File: config.mk
export PLATFORM = sky130hd
export DESIGN_NAME = zcd_gate_pair
export DESIGN_NICKNAME = d
export VERILOG_FILES = /design/src/rtl/zcd_gate_pair.sv
export SDC_FILE = /design/constraint.sdc
export NUM_CORES = 1
export LEC_CHECK = 0
export BUFFER_PORTS_ARGS = -buffer_cell sky130_fd_sc_hd__buf_2
export CAP_MARGIN = 30
export CORE_MARGIN = 3
export CORE_UTILIZATION = 49
export DETAILED_ROUTE_END_ITERATION = 10
export PLACE_DENSITY = 0.77
export SYNTH_ARGS = -nofsm -noshare
export SYNTH_HDL_FRONTEND = slang
export SYNTH_SLANG_ARGS = --single-unit
File: constraint.sdc
create_clock -name clk -period 2.8 [get_ports clk]
set_clock_uncertainty 0.2 [all_clocks]
set_input_delay 0.56 -clock clk [delete_from_list [all_inputs] [get_ports clk]]
set_output_delay 0.56 -clock clk [all_outputs]
set_load 0.1 [all_outputs]
File: src/rtl/zcd_gate_pair.sv
module zcd_gate_pair #(
  parameter int CW      = 10,
  parameter int DW      = 8,
  parameter int MAX_CNT = 1000
) (
  input  logic          clk,
  input  logic          rst_n,
  input  logic          zcd_i,
  input  logic [CW-1:0] cmpa_i,
  input  logic [DW-1:0] red_i,
  input  logic [DW-1:0] fed_i,
  input  logic [DW-1:0] sd_i,
  output logic          gate_act_o,
  output logic          gate_sync_o
);
  localparam logic [CW-1:0] CNT_TOP = CW'(MAX_CNT);

  logic          z1, z2, z3;
  logic [CW-1:0] cnt, cmp_q;
  logic [DW-1:0] fed_q, dcnt, sdc;
  logic          aq_sync, sd_run;

  wire [CW-1:0] cnt_inc  = cnt + 1'b1;
  wire [DW-1:0] dcnt_inc = dcnt + 1'b1;
  wire [DW-1:0] sdc_inc  = sdc + 1'b1;

  wire t1       = z2 & ~z3;
  wire to_hit   = (cnt == CNT_TOP);
  wire idle     = !aq_sync && !gate_sync_o && !sd_run;
  wire zero_ev  = (sd_run && (sdc_inc >= sd_i)) || (to_hit && idle);
  wire clr_ev   = aq_sync && (t1 || to_hit);
  wire cmp_ev   = !zero_ev && !to_hit && (cnt_inc == cmp_q);
  wire red_done = aq_sync && !gate_sync_o && (dcnt_inc >= red_i);
  wire fed_done = !aq_sync && gate_sync_o && (dcnt_inc >= fed_q);

  always_ff @(posedge clk or negedge rst_n) begin
    if (!rst_n) begin
      {z3, z2, z1} <= '0;
      cnt          <= CNT_TOP;
      cmp_q        <= CW'(1);
      fed_q        <= DW'(1);
      gate_act_o   <= 1'b0;
      aq_sync      <= 1'b0;
      gate_sync_o  <= 1'b0;
      dcnt         <= '0;
      sd_run       <= 1'b0;
      sdc          <= '0;
    end else begin
      {z3, z2, z1} <= {z2, z1, zcd_i};
      cnt <= zero_ev ? '0 : (to_hit ? cnt : cnt_inc);

      if (zero_ev) begin
        cmp_q      <= (cmpa_i == '0) ? CW'(1) : cmpa_i;
        fed_q      <= fed_i;
        gate_act_o <= 1'b1;
      end else if (cmp_ev) begin
        gate_act_o <= 1'b0;
      end

      if (cmp_ev)      aq_sync <= 1'b1;
      else if (clr_ev) aq_sync <= 1'b0;

      if (red_done) begin
        gate_sync_o <= 1'b1;
        dcnt        <= '0;
      end else if (fed_done) begin
        gate_sync_o <= 1'b0;
        dcnt        <= '0;
      end else if (aq_sync != gate_sync_o) begin
        dcnt <= dcnt_inc;
      end else begin
        dcnt <= '0;
      end

      if (fed_done) begin
        sd_run <= 1'b1;
        sdc    <= '0;
      end else if (zero_ev) begin
        sd_run <= 1'b0;
      end else if (sd_run) begin
        sdc <= sdc_inc;
      end
    end
  end

  p_no_overlap_r6: assert property (@(posedge clk) disable iff (!rst_n)
    !(gate_act_o && gate_sync_o));

  p_act_after_sync_off_r5: assert property (@(posedge clk) disable iff (!rst_n)
    $rose(gate_act_o) |-> !gate_sync_o && $past(!gate_sync_o));

  p_sync_after_act_off_r3: assert property (@(posedge clk) disable iff (!rst_n)
    $rose(gate_sync_o) |-> !gate_act_o && $past(!gate_act_o));

  p_fed_hold_r4: assert property (@(posedge clk) disable iff (!rst_n)
    $fell(aq_sync) && $past(gate_sync_o) |-> gate_sync_o);

  p_shadow_load_r7: assert property (@(posedge clk) disable iff (!rst_n)
    !$stable(cmp_q) || !$stable(fed_q) |-> $rose(gate_act_o) || $past(gate_act_o));

endmodule

==> results of run 1 <==
==> per-layer routing <==
metal / vias to the layer above / share of wire, %
li1: 1273 / -
met1: 1335 / 41
met2: 66 / 53
met3: 18 / 3.7
met4: 0 / 2.1
met5: - / 0
==> repair_timing <==
action	in CTS	in global routing
gates cloned	3	1
hold endpoints to repair	11	0
hold buffers	1	0
setup buffers	7	10
pin swaps	22	27
gates resized for setup	54	54
endpoints found under the setup margin	47	48
==> worst paths after layout <==
path	startpoint	to	slack [ns]	cells after the start
min reg2reg	z1$_DFF_PN0_	z2$_DFF_PN0_	0.17	0
min in group asynchronous	rst_n	cmp_q[8]$_DFFE_PN0N_	0.50	2
max	sdc[1]$_DFFE_PN0P_	gate_act_o$_DFFE_PN0P_	-0.26	11
min	zcd_i	z1$_DFF_PN0_	0.15	1
max in group asynchronous	rst_n	cmp_q[0]$_DFFE_PN1N_	1.02	3
max reg2reg	sdc[1]$_DFFE_PN0P_	gate_act_o$_DFFE_PN0P_	-0.26	11
==> kinds of logic after synthesis <==
kind of cell,synth area share [%]
AOI/OAI and AO/OA,9.87
xor gates and xnor gates,10.6
adders and majority gates,12.3
buffers and inverters,5.13
DFF,40.9
muxes,3.94
and+or+nand+nor,17.2
==> stage by stage <==
step / setup TNS (ns) / utilization, % / cells / hold WS (ns)
global placement: -0.558 / 60.4 / 456 / 0.135
finish: -5.99 / 71.9 / 482 / 0.146
detailed placement: -3.89 / 60.4 / 456 / 0.146
global route: -10.78 / 71.9 / 482 / 0.143
floorplan: -0.504 / - / 317 / 0.0644
CTS: -2.76 / 66.5 / 473 / 0.147
==> layout make-up <==
| class | instances | area, sq um | area share, % |
|---|---|---|---|
| inverter | 29 | 109 | 2.50 |
| multi-input combinational | 229 | 2130 | 48.9 |
| clock inverter | 3 | 26.3 | 0.603 |
| tap | 75 | 93.8 | 2.15 |
| sequential | 51 | 1290 | 29.5 |
| clock buffer | 5 | 68.8 | 1.58 |
| timing repair buffer | 90 | 644 | 14.8 |
==> flip-flops by register name, indices dropped and copies added (netlist names) <==
register,flops
z3,1
cnt,10
aq_sync,1
sdc,8
gate_sync_o,1
fed_q,8
z2,1
z1,1
dcnt,8
cmp_q,10
sd_run,1
gate_act_o,1
==> power breakdown <==
part	internal (mW)	total, mW	switching (mW)
Sequential	1.03	1.31	0.280
Clock	0.185	0.468	0.283
Combinational	0.977	1.88	0.902
==> worst reg2reg max path: stages (launching register included) <==
cell and delay (ns):
dfrtp_1 0.42, ha_2 0.24, nand3_4 0.09, nor2_4 0.14, xor2_2 0.19, ha_4 0.23, and3_4 0.14, a221o_1 0.38
a32oi_4 0.30, nand2b_1 0.15, nand4b_1 0.26, a21o_1 0.21
==> cells in the final DEF (no fill, tap or decap), types with 10 or more instances in the layout <==
cell type,Yosys,final
dfrtp_1,43,43
nand2_1,29,18
nand2_2,1,10
xnor2_1,14,10
xor2_1,19,18
buf_6,1,15
buf_2,5,39
ha_1,31,25
nand2b_1,11,10
buf_4,0,33
inv_1,29,29
==> impl_results.md, run 1 <==
* Synth Net Count at 385
* Met2 usage at 38.1%
* Global-route layer with the greatest usage: met2
* Setup ws final at -0.255 ns
* Syn Area/Cell at 9.92 sq um
* CTS sink count at 51
* WL final at 8.32 mm
* Cell with the most instances after synthesis: dfrtp_1
* Vias per cell at 5.59
* Total GRT Usage at 22.0%
* Outcome: complete, but fails checks
* Sequential fraction of the synthesis area at 40.9%
* Fmax at 327 MHz
* Antenna violations before repair at 0
* Initial core utilization at 51.9%
* Core ar. at 6060 sq um
* Syn. warnings at 0
* Layout cells sized above 1 at 45.5%
* Worst-Skew Late Latency at 0.32 ns
* LEAKAGE at 2.13 nW
* Cell Rows at 28
* Vias in the first global route at 2653
* Total number of vias at 2692
* Biggest area consumer among synthesized cells: dfrtp_1
* WS Path Type: reg2reg
* Largest stage delay, worst path at 0.42 ns
* IO buf count at 38
* Max VDD drop at 0.498 mV
* Slew Limit Fails at 0
* Area share of the largest cell type after synthesis at 34.2%
* Die height at 86.1 um
* DR iter-0 viols at 174
* Critical path buffers and inverters at 0
* Mapped cell area at 3140 sq um
* CTS Buffer Depth at 2
* Post-synth top flop: dfrtp_1
* Ys async rst share at 100%
* First-pass GRT wire length at 12.8 mm
* CTS tree: built
* Final routed DRC violation total at 0
* Fillers at 396
* Critical path data arrival time at 3.08 ns
* Dominant cells by area after synthesis: dfrtp_1 34%, ha_1 12%, dfstp_2 6.7%, xor2_1 5.3%, xnor2_1 3.9%
* FF+latch count, synth at 51
* Crit path launch type: register
* DIE WIDTH at 86.1 um
* Most frequent cells after synthesis: 43 x dfrtp_1, 31 x ha_1, 29 x inv_1, 29 x nand2_1
* Largest net degree at the start of global routing at 36
* Area Growth Syn to Fin at 38.6%
* H-tree depth at 2
* RSZ-0062 raised after global routing: true
* Power density cells at 839 nW/um^2
* Die Area at 7410 sq um
* # diodes at 0
* Worst-path clk slew at 0.11 ns
* Tmin final at 3.06 ns
* CP cell instances: ha_2, nand3_4, nor2_4, xor2_2, ha_4, and3_4, a221o_1, a32oi_4, nand2b_1, nand4b_1, a21o_1
* Crit. End Element: register
* DRT antenna net count at 0
* Pre-CTS setup slack at -0.165 ns
* Period utilization at 109%
* GPL Wtd Cong at 0.847
* Hold Fails Final Rpt at 0
* Mapped Cells at 317
* Design Area, Final at 4360 sq um
* Delay-heaviest family, CP: compound AO/OA/AOI/OAI gates
* Global Route met3 Usage at 3.84%
* M1 GR Usage at 28.2%
* Final Power at 3.66 mW
* CTS Buf Count at 5
* NumNets Final at 474
* Number of synthesized flops with an enable pin at 0
* Synth cell types at 48
* Detailed Place HPWL at 5.25 mm
* Worst min path class: in2reg
* Top-Level Pins at 39
* Violated checks: setup timing
* Least-Margin Pin Slew at 0.619 ns
* Slowest-stage cell, CP: dfrtp_1
* DP Area at 3660 sq um
* Grt total ovfl at 0
* Max-Cap Viols at 0
* Crit-path max FO at 5
* Slew HR at 58.6%
* Root Driver: clkbuf_8
* Worst EP required at 2.82 ns
* Pre-Repair DR Iteration Count at 4
* Finish-stage setup viols at 38
* Mean routed wirelength per cell at 17.3 um
(Power assumes the default switching activity.)
==> run 2: changes to the inputs <==
ABC_AREA = 1   (was not set)
==> run 2 against run 1 <==
Net effect:
- the run now ends clean
- sequential power is essentially flat
- via count grew 4.0%
- flip-flop and latch count is the same
- hold slack gained 0.0067 ns
- count of clock-buffer cells in the layout grew 1
- global-route usage shrank 3.4 points
- fmax grew 14%
- die area grew 4.6%
- first-iteration DRC count shrank 11%
==> impl_results.md, run 2 <==
* Core ar. at 6420 sq um (+6.0%)
* M1 GR Usage at 23.6% (-4.6 points)
* Fillers at 562 (+42%)
* Final routed DRC violation total at 0 (unchanged)
* GPL Wtd Cong at 0.832 (-1.8%)
* Delay-heaviest family, CP: simple AND/OR/NAND/NOR gates
* Worst-Skew Late Latency at 0.31 ns (about the same)
* Critical path buffers and inverters at 2 (+2)
* Cell Rows at 29 (+3.6%)
* Finish-stage setup viols at 0 (-100%)
* Reg2Reg Setup Slack at 0.13 ns (+0.38 ns)
* Global Route met3 Usage at 3.95% (+0.11 points)
* IO buf count at 38 (unchanged)
* Vias per cell at 5.12 (-8.4%)
* Final Util at 59.3% (-13 points)
* Die height at 88.1 um (+2.3%)
* Most frequent cells in the layout: 98 x nand2_1, 63 x inv_1, 45 x nand3_1
* Layout Cells excl Fill at 547 (+13%)
* Detailed Place HPWL at 5.17 mm (-1.5%)
* Hold Fails Final Rpt at 0 (unchanged)
* Fin Setup TNS at 0 ns (+5.99 ns)
* RSZ-0062 raised after global routing: true
* CTS Buffer Depth at 2 (unchanged)
* Mean routed wirelength per cell at 12.8 um (-26%)
* FF+latch count, synth at 51 (unchanged)
* Sequential fraction of the synthesis area at 39.0% (-1.9 points)
* Slowest-stage cell, CP: dfrtp_2
* Worst min path class: in2async
* Worst EP required at 2.80 ns (-0.02 ns)
* DRT antenna net count at 0 (unchanged)
* DR iter-0 viols at 155 (-11%)
* Final Power at 3.36 mW (-8.1%)
* Outcome: finished clean
* Critical path data arrival time at 2.67 ns (-0.41 ns)
* Synth Net Count at 487 (+26%)
* Setup ws final at 0.127 ns (+0.382 ns)
* H-tree depth at 2 (unchanged)
* Multi-input logic area at 1770 sq um (-17%)
* Largest registers: cmp_q x10, cnt x10
* Crit-path max FO at 16 (+11)
* Biggest area consumer among synthesized cells: dfrtp_1
* R2r worst-path depth at 13 (+2)
* Slew HR at 57.1% (-1.5 points)
* Dominant cells by area after synthesis: dfrtp_1 33%, ha_1 12%, nand2_1 11%, inv_1 7.3%, nand3_1 7.1%
* Cell with the most instances after synthesis: nand2_1
* Fmax at 374 MHz (+14%)
* Least-Margin Pin Slew at 0.643 ns (+0.0249 ns)
* Most common cell after layout, fill and taps aside: nand2_1
* Mapped Cells at 419 (+32%)
* Worst-path clk slew at 0.09 ns (-0.02 ns)
* Mapped cell area at 3300 sq um (+4.9%)
* Initial core utilization at 51.4% (-0.51 points)
* Max VDD drop at 0.602 mV (+21%)
* # diodes at 0 (unchanged)
* CTS Buf Count at 5 (unchanged)
* Top-Level Pins at 39 (unchanged)
* Ys async rst share at 100% (unchanged)
* Root Driver: clkbuf_8
* Critical R2R Launch: dcnt[0]$_DFF_PN0_
* LEAKAGE at 2.07 nW (-3.0%)
* Tmin final at 2.67 ns (-0.382 ns)
* Layout cells sized above 1 at 21.1% (-24 points)
* NumNets Final at 537 (+13%)
* Synth cell types at 35 (-27%)
* Vias in the first global route at 2704 (+1.9%)
* Area Growth Syn to Fin at 15.4%
* Crit path launch type: register
* Area share of the largest cell type after synthesis at 32.6% (-1.6 points)
* Pre-Repair DR Iteration Count at 4 (unchanged)
* Total number of vias at 2799 (+4.0%)
* Max-Cap Viols at 0 (unchanged)
* Antenna violations before repair at 0 (unchanged)
* Die Area at 7750 sq um (+4.6%)
* Placed cell count at 532 (+17%)
* Post-synth top flop: dfrtp_1
* Total area of sequential cells at 1290 sq um (about the same)
* WL final at 6.98 mm (-16%)
* CTS Hold Bufs at 0 (-1)
* Slew Limit Fails at 0 (unchanged)
* Largest stage delay, worst path at 0.41 ns (about the same)
* Number of synthesized flops with an enable pin at 0 (unchanged)
* CTS sink count at 51 (unchanged)
* Global-route layer with the greatest usage: met2
* Power density cells at 883 nW/um^2 (+5.2%)
* Pre-CTS setup slack at -0.0812 ns (+0.0840 ns)
* Crit. End Element: register
* Largest net degree at the start of global routing at 52 (+44%)
* CTS tree: built
* WS Path Type: reg2reg
* Most frequent cells after synthesis: 99 x nand2_1, 64 x inv_1, 47 x nand3_1, 43 x dfrtp_1, 31 x ha_1
* Met2 usage at 32.7% (-5.3 points)
* Worst reg2reg path endpoint: sdc[2]$_DFFE_PN0P_
* DIE WIDTH at 88.1 um (+2.3%)
* First-pass GRT wire length at 11.6 mm (-9.6%)
* CP cell instances: ha_2, nand3_1, nand3b_1, xnor2_2, ha_1, inv_1, nor3_2, nand4_1, nand4_1, nand2_1, buf_6, nand3_1, nand2_1
* Syn. warnings at 0 (unchanged)
* Total GRT Usage at 18.6% (-3.4 points)
* Syn Area/Cell at 7.87 sq um (-21%)
* Period utilization at 95.5% (-14 points)
* Grt total ovfl at 0 (unchanged)
==> run 2: changes by cell type after synthesis, moves of 7 or more <==
cell / delta
a21oi_1: +8
nand2_2: +7
xnor2_1: -7
a21o_1: -8
nand2b_1: -11
xor2_1: -13
o21ai_0: +8
inv_1: +35
mux2_2: -7
nand3_1: +36
nor2_1: +10
nand2_1: +70
==> run 2: through the flow <==
| stage | area, sq um | hold slack [ns] |
|---|---|---|
| finish | 3810 | 0.153 |
| global route | 3810 | 0.143 |
| CTS | 3690 | 0.140 |
| detailed placement | 3580 | 0.156 |
| global placement | 3580 | 0.137 |
| floorplan | 3300 | 0.0644 |
==> run 2: repair_timing <==
item,CTS,global route
pin swaps,0,7
setup buffers,2,5
cloned,0,0
gates resized for setup,1,15
endpoints found under the setup margin,12,32
==> run 2: cells by family (layout without fill, tap and decap cells) <==
logic type	count (synthesis)	count (layout)	synth area share, %
AND/OR/NAND/NOR	208	208	29.5
AO/OA/AOI/OAI	42	42	6.79
flip-flops	51	51	39.0
adder cells (fa/ha/maj)	31	31	11.8
XOR/XNOR	13	13	3.45
buffers and inverters	74	125	9.52
==> run 2: layer usage <==
metal	part of all wire [%]	wire length (um)	up-vias
li1	-	-	1444
met1	45	3130	1300
met2	51	3530	48
met3	3.5	242	7
met4	1.0	70	0
met5	0	0	-
==> run 2: layout make-up <==
class | instances | share of cell area, %
Clock inverter | 2 | 0.296
Inverter | 66 | 6.57
Clock buffer | 6 | 2.17
Tap cell | 77 | 2.53
Sequential cell | 51 | 33.8
Multi-Input combinational cell | 294 | 46.6
Timing Repair Buffer | 51 | 7.99
==> run 2: where the power goes <==
part	switching (mW)	internal, mW	total (mW)
registers	0.242	1.04	1.28
clock network	0.248	0.198	0.446
logic	1.01	0.626	1.63
==> run 2: how the worst max path moves through the flow <==
stage                                  start            endpoint  slack [ns]  cells past startpoint
final                      dcnt[0]$_DFF_PN0_  sdc[2]$_DFFE_PN0P_        0.13                     13
after global placement    sdc[0]$_DFFE_PN0P_  sdc[2]$_DFFE_PN0P_       -0.02                     15
after global routing       dcnt[0]$_DFF_PN0_  sdc[1]$_DFFE_PN0P_       -0.05                     13
after floorplan            dcnt[0]$_DFF_PN0_  sdc[6]$_DFFE_PN0P_        0.25                     14
after detailed placement  sdc[0]$_DFFE_PN0P_  sdc[2]$_DFFE_PN0P_       -0.08                     15
after CTS                 sdc[0]$_DFFE_PN0P_  sdc[2]$_DFFE_PN0P_        0.02                     15
